### src/rtl/sbus_pkg.sv
package sbus_pkg;
  localparam int ADDR_W  = 12;
  localparam int DATA_W  = 16;
  localparam int CHAR_W  = 8;
  localparam int SEL_W   = 3;
  localparam int N_SRC   = 7;
  localparam int N_DEST  = 7;
  localparam int N_CTL   = 5;
  localparam int EXT_W   = DATA_W - ADDR_W;

  // destination / strobe indices
  localparam int IX_AR   = 0;
  localparam int IX_PC   = 1;
  localparam int IX_DR   = 2;
  localparam int IX_AC   = 3;
  localparam int IX_TR   = 4;
  localparam int IX_IR   = 5;
  localparam int IX_OUTR = 6;

  typedef enum logic [SEL_W-1:0] {
    SRC_NONE = 3'd0,
    SRC_AR   = 3'd1,
    SRC_PC   = 3'd2,
    SRC_DR   = 3'd3,
    SRC_AC   = 3'd4,
    SRC_IR   = 3'd5,
    SRC_TR   = 3'd6,
    SRC_MEM  = 3'd7
  } src_e;
endpackage

### src/rtl/sbus_encoder.sv
module sbus_encoder
  import sbus_pkg::*;
#(
  parameter int NREQ = N_SRC,
  parameter int CW   = SEL_W
) (
  input  logic [NREQ-1:0] req,
  output logic [CW-1:0]   code
);
  // highest requested source wins
  always_comb begin
    code = '0;
    for (int k = 0; k < NREQ; k++) begin
      if (req[k]) code = CW'(k + 1);
    end
  end
endmodule

### src/rtl/sbus_mux.sv
module sbus_mux
  import sbus_pkg::*;
(
  input  logic [SEL_W-1:0]  sel,
  input  logic [ADDR_W-1:0] ar,
  input  logic [ADDR_W-1:0] pc,
  input  logic [DATA_W-1:0] dr,
  input  logic [DATA_W-1:0] ac,
  input  logic [DATA_W-1:0] ir,
  input  logic [DATA_W-1:0] tr,
  input  logic [DATA_W-1:0] mem,
  output logic [DATA_W-1:0] bus
);
  always_comb begin
    unique case (src_e'(sel))
      SRC_AR:  bus = {{EXT_W{1'b0}}, ar};
      SRC_PC:  bus = {{EXT_W{1'b0}}, pc};
      SRC_DR:  bus = dr;
      SRC_AC:  bus = ac;
      SRC_IR:  bus = ir;
      SRC_TR:  bus = tr;
      SRC_MEM: bus = mem;
      default: bus = '0;
    endcase
  end
endmodule

### src/rtl/sbus_reg.sv
module sbus_reg #(
  parameter int W       = 16,
  parameter bit HAS_CTL = 1'b1
) (
  input  logic         clk,
  input  logic         rst_n,
  input  logic         ld,
  input  logic         inc,
  input  logic         clr,
  input  logic [W-1:0] d,
  output logic [W-1:0] q
);
  localparam logic [W-1:0] ONE = {{(W-1){1'b0}}, 1'b1};

  logic         clr_g, inc_g, en;
  logic [W-1:0] nxt;

  // strobes that a load-only register does not honour are gated off
  assign clr_g = clr & HAS_CTL;
  assign inc_g = inc & HAS_CTL;
  assign en    = clr_g | ld | inc_g;

  always_comb begin
    if (clr_g)      nxt = '0;
    else if (ld)    nxt = d;
    else if (inc_g) nxt = q + ONE;
    else            nxt = q;
  end

  always_ff @(posedge clk or negedge rst_n) begin
    if (!rst_n)   q <= '0;
    else if (en)  q <= nxt;
  end
endmodule

### src/rtl/sbus_datapath.sv
module sbus_datapath
  import sbus_pkg::*;
(
  input  logic              clk,
  input  logic              rst_n,
  input  logic [N_SRC-1:0]  src_req,
  input  logic [N_DEST-1:0] ld_en,
  input  logic [N_CTL-1:0]  inc_en,
  input  logic [N_CTL-1:0]  clr_en,
  input  logic              wr_req,
  input  logic              in_ld,
  input  logic [CHAR_W-1:0] in_char,
  input  logic [DATA_W-1:0] mem_rdata,
  output logic [ADDR_W-1:0] mem_addr,
  output logic              mem_rd,
  output logic              mem_wr,
  output logic [DATA_W-1:0] mem_wdata,
  output logic [SEL_W-1:0]  bus_sel,
  output logic [DATA_W-1:0] bus,
  output logic [ADDR_W-1:0] ar_q,
  output logic [ADDR_W-1:0] pc_q,
  output logic [DATA_W-1:0] dr_q,
  output logic [DATA_W-1:0] ac_q,
  output logic [DATA_W-1:0] ir_q,
  output logic [DATA_W-1:0] tr_q,
  output logic [CHAR_W-1:0] outr_q,
  output logic [CHAR_W-1:0] inpr_q
);
  // reset: asserted asynchronously, released after two edges
  logic rst_m, rst_q;
  always_ff @(posedge clk or negedge rst_n) begin
    if (!rst_n) begin
      rst_m <= 1'b0;
      rst_q <= 1'b0;
    end else begin
      rst_m <= 1'b1;
      rst_q <= rst_m;
    end
  end

  sbus_encoder u_enc (.req(src_req), .code(bus_sel));

  sbus_mux u_mux (
    .sel(bus_sel), .ar(ar_q), .pc(pc_q), .dr(dr_q), .ac(ac_q),
    .ir(ir_q), .tr(tr_q), .mem(mem_rdata), .bus(bus)
  );

  assign mem_addr  = ar_q;
  assign mem_rd    = (bus_sel == SRC_MEM);
  assign mem_wr    = wr_req;
  assign mem_wdata = bus;

  sbus_reg #(.W(ADDR_W)) u_ar (
    .clk(clk), .rst_n(rst_q), .ld(ld_en[IX_AR]), .inc(inc_en[IX_AR]),
    .clr(clr_en[IX_AR]), .d(bus[ADDR_W-1:0]), .q(ar_q));
  sbus_reg #(.W(ADDR_W)) u_pc (
    .clk(clk), .rst_n(rst_q), .ld(ld_en[IX_PC]), .inc(inc_en[IX_PC]),
    .clr(clr_en[IX_PC]), .d(bus[ADDR_W-1:0]), .q(pc_q));
  sbus_reg #(.W(DATA_W)) u_dr (
    .clk(clk), .rst_n(rst_q), .ld(ld_en[IX_DR]), .inc(inc_en[IX_DR]),
    .clr(clr_en[IX_DR]), .d(bus), .q(dr_q));
  sbus_reg #(.W(DATA_W)) u_ac (
    .clk(clk), .rst_n(rst_q), .ld(ld_en[IX_AC]), .inc(inc_en[IX_AC]),
    .clr(clr_en[IX_AC]), .d(bus), .q(ac_q));
  sbus_reg #(.W(DATA_W)) u_tr (
    .clk(clk), .rst_n(rst_q), .ld(ld_en[IX_TR]), .inc(inc_en[IX_TR]),
    .clr(clr_en[IX_TR]), .d(bus), .q(tr_q));
  sbus_reg #(.W(DATA_W), .HAS_CTL(1'b0)) u_ir (
    .clk(clk), .rst_n(rst_q), .ld(ld_en[IX_IR]), .inc(1'b0),
    .clr(1'b0), .d(bus), .q(ir_q));
  sbus_reg #(.W(CHAR_W), .HAS_CTL(1'b0)) u_outr (
    .clk(clk), .rst_n(rst_q), .ld(ld_en[IX_OUTR]), .inc(1'b0),
    .clr(1'b0), .d(bus[CHAR_W-1:0]), .q(outr_q));
  sbus_reg #(.W(CHAR_W), .HAS_CTL(1'b0)) u_inpr (
    .clk(clk), .rst_n(rst_q), .ld(in_ld), .inc(1'b0),
    .clr(1'b0), .d(in_char), .q(inpr_q));
endmodule

### config.mk
export PLATFORM = sky130hd
export DESIGN_NAME = sbus_datapath
export DESIGN_NICKNAME = d
export VERILOG_FILES = /design/src/rtl/sbus_pkg.sv /design/src/rtl/sbus_encoder.sv /design/src/rtl/sbus_mux.sv /design/src/rtl/sbus_reg.sv /design/src/rtl/sbus_datapath.sv
export SDC_FILE = /design/constraint.sdc
export NUM_CORES = 1
export LEC_CHECK = 0
export BUFFER_PORTS_ARGS = -buffer_cell sky130_fd_sc_hd__buf_2
export CELL_PAD_IN_SITES_DETAIL_PLACEMENT = 1
export CELL_PAD_IN_SITES_GLOBAL_PLACEMENT = 2
export CORE_MARGIN = 1.5
export CORE_UTILIZATION = 27
export CTS_CLUSTER_DIAMETER = 200
export DETAILED_ROUTE_END_ITERATION = 7
export PLACE_DENSITY_LB_ADDON = 0.1
export SYNTH_ARGS = -nofsm -noshare
export SYNTH_HDL_FRONTEND = slang
export SYNTH_SLANG_ARGS = --single-unit
### constraint.sdc
create_clock -name clk -period 3.03 [get_ports clk]
set_clock_uncertainty 0.1 [all_clocks]
set_input_delay 0.1515 -clock clk [delete_from_list [all_inputs] [get_ports clk]]
set_output_delay 0.1515 -clock clk [all_outputs]
set_load 0.1 [all_outputs]
==> flow_metrics.env <==
export IMPL_status="completed"
export IMPL_worst_slew_pin_slew_ns=0.750
export IMPL_async_reset_ff_share_pct=100
export IMPL_fin_crit_ns=2.66
export IMPL_die_x_um=158
export IMPL_viasPerCell=5.12
export IMPL_path_buf_inv=2
export IMPL_portBuffers=202
export IMPL_syn_cell_area_um2=6470
export IMPL_gp_congestion=0.841
export IMPL_timing_hold_ws_ns=0.0353
export IMPL_clk_pin_slew_ns=0.08
export IMPL_syn_inst=704
export IMPL_crit_type="register to output pin"
export IMPL_startpoint_type="register"
export IMPL_cp_slowest_cell="a221oi_1"
export IMPL_setup_tns_ns=0
export IMPL_stdcell_count=1205
export IMPL_vias=6167
export IMPL_grt_max_degree=36
export IMPL_nNetsFinal=938
export IMPL_core_area_um2=23500
export IMPL_synth_edf_count=0
export IMPL_cts_buffers=9
export IMPL_max_clock_freq_mhz=377
export IMPL_dp_cells=1179
export IMPL_holdPathStages=2
export IMPL_worstPathRequired_ns=2.78
export IMPL_ctsLongestPathBuffers=2
export IMPL_fin_crit_sh_pct=87.6
export IMPL_avgSynthCellArea_um2=9.20
export IMPL_path_cells="nand3b_1 > a221oi_1 > a221o_1 > a21oi_2 > inv_1 > buf_2"
export IMPL_r2r_start="u_tr.q[2]$_DFFE_PN0P_"
export IMPL_grt_pass1_vias=6122
export IMPL_setup_viol=0
export IMPL_drv_slew=0
export IMPL_area_growth_pct=25.1
export IMPL_cts_num_sinks=106
export IMPL_cts_htree_levels=3
export IMPL_yosysUniqueCellTypes=59
export IMPL_dieArea_um2=24900
export IMPL_r2r_setup_slack_ns=0.78
export IMPL_mostFrequentLayoutCell="buf_2"
export IMPL_holdPathEnd="u_ar.q[1]$_DFFE_PN0P_"
export IMPL_hold_viol_final=0
export IMPL_r2r_end="u_tr.q[13]$_DFFE_PN0P_"
export IMPL_initial_core_util_pct=27.6
export IMPL_maxCapViolCount=0
export IMPL_hold_class="primary input to register"
export IMPL_wirelength_um=26900
export IMPL_ys_seq_area_share_pct=41.0
export IMPL_slowest_delay_ns=0.62
export IMPL_synthesis_nets=761
export IMPL_rsz0062_at_grt="no"
export IMPL_wl_per_cell_um=22.3
export IMPL_fill_cells=2786
export IMPL_drc=0
export IMPL_drtAntennaViolNets=0
export IMPL_worst_setup_path_end_kind="output pin"
export IMPL_finalPower_uw=5180
export IMPL_arrival_ns=2.40
export IMPL_peakVddDrop_v=0.000311
export IMPL_rr_worst_depth=5
export IMPL_clock_latency_ns=0.36
export IMPL_path_delay_family="compound AO/OA/AOI/OAI gates"
export IMPL_firstDrtPassIters=4
export IMPL_ios=205
export IMPL_drt_initial_drc_count=331
export IMPL_antenna_cells=0
export IMPL_worst_path_stages=6
export IMPL_synth_seq_cells=106
export IMPL_setup_slack_ns=0.375
export IMPL_num_rows=56
export IMPL_grtUsageTotal_pct=21.9
export IMPL_power_density_nw_per_um2=640
export IMPL_power_leakage_uw=0.00372
export IMPL_path_max_fanout=5
export IMPL_cts_tree="built"
export IMPL_synth_ff_type="dfrtp_1"
export IMPL_layout_common_cells="202 x buf_2, 105 x dfrtp_1, 89 x nor2_1"
export IMPL_drive_above_1_share_pct=33.1
export IMPL_dp_slack_ns=0.491
export IMPL_ys_warn_count=0
export IMPL_grt_overflow=0
export IMPL_grt_pass1_wl_um=40000
export IMPL_ctsRootBufferMaster="clkbuf_16"
export IMPL_antenna_found_initial=0
export IMPL_hold_start="clr_en[0]"
export IMPL_relSlewSlack_pct=49.6
export IMPL_die_h_um=158
export IMPL_dpl_hpwl_um=20600
-- how the worst max path moves through the flow --
stage / from / end / slack, ns
after CTS: u_ac.q[5]$_DFFE_PN0P_ / mem_wdata[5] / 0.39
final: u_ac.q[5]$_DFFE_PN0P_ / bus[5] / 0.37
after global routing: src_req[4] / bus[9] / 0.29
after floorplan: u_ac.q[2]$_DFFE_PN0P_ / mem_wdata[2] / 0.002
after global placement: src_req[4] / bus[12] / 0.54
after detailed placement: src_req[4] / bus[10] / 0.49
-- synthesized netlist by cell type, drive strengths merged (2+ instances only) --
master  instances  area (µm²)
a22o            3        26.3
or2             4        25.0
nand3b          6        45.0
a31oi           2        12.5
o21ai           5        25.0
nand4          18         113
buf            43         289
o211a           2        20.0
and4            6        52.6
a221o           5        50.1
nand2          25        93.8
nor2           91         360
a31o            2        17.5
nand3          20         100
nor3           17        85.1
a211oi         70         556
o211ai          2        15.0
and3           12        75.1
clkbuf         33         125
mux2           16         180
a21o            6        45.0
or4b            2        27.5
o22ai           8        50.1
inv            35         131
a221oi         16         176
a22oi           2        15.0
a21oi          48         252
nor4            4        40.0
ha              5        62.6
dfrtp         106        2650
xor2           18         158
nand2b          5        31.3
xnor2          40         350
nor2b          11        71.3
o31ai           2        15.0
and2            4        25.0
-- layer usage --
| metal | GRT usage [%] | vias to the layer above | share of wire [%] |
|---|---|---|---|
| met5 | 0 | - | 0 |
| met4 | 6.69 | 0 | 2.2 |
| met3 | 3.18 | 27 | 4.5 |
| met2 | 34.9 | 169 | 46 |
| met1 | 30.6 | 3111 | 47 |
| li1 | - | 2860 | - |
-- state kept, by name (all words and copies together) (netlist names) --
register,count
rst_m,1
rst_q,1
u_ac.q,16
u_ar.q,12
u_dr.q,16
u_inpr.q,8
u_ir.q,16
u_outr.q,8
u_pc.q,12
u_tr.q,16
-- report_power, final --
group | internal, µW | total (µW) | switching (µW)
sequential | 1540 | 1740 | 199
combinational | 390 | 2260 | 1860
clock | 593 | 1190 | 599
-- logic make-up after synthesis --
group                    share of synthesized area (%)
AO/OA/AOI/OAI                                     21.0
XOR/XNOR                                          7.85
adder cells (fa/ha/maj)                          0.966
buffers and inverters                             8.43
flip-flops                                        41.0
multiplexers                                      2.78
other                                           0.0579
AND/OR/NAND/NOR                                   17.9
-- repair_timing --
item                                   4_1_cts  5_1_grt
resized for setup                            0        0
buffers inserted                             0        0
endpoints found under the hold margin       10        0
hold buffers                                10        0
-- stage by stage --
| stage | util, % | area, µm² |
|---|---|---|
| after floorplan | - | 6480 |
| after global placement | 32.9 | 7710 |
| after detailed placement | 32.9 | 7710 |
| after CTS | 34.5 | 8100 |
| after global routing | 34.5 | 8100 |
| final | 34.5 | 8100 |
-- area by class of cell --
type / instances / area, µm² / share of cell area, %
Clock buffer: 10 / 239 / 2.95
Clock inverter: 6 / 50.0 / 0.618
Inverter: 35 / 131 / 1.62
Multi-Input combinational cell: 487 / 3280 / 40.4
Sequential cell: 106 / 2660 / 32.8
Tap cell: 319 / 399 / 4.93
Timing Repair Buffer: 242 / 1350 / 16.6
No activity file was read; power rests on OpenSTA's default activity.
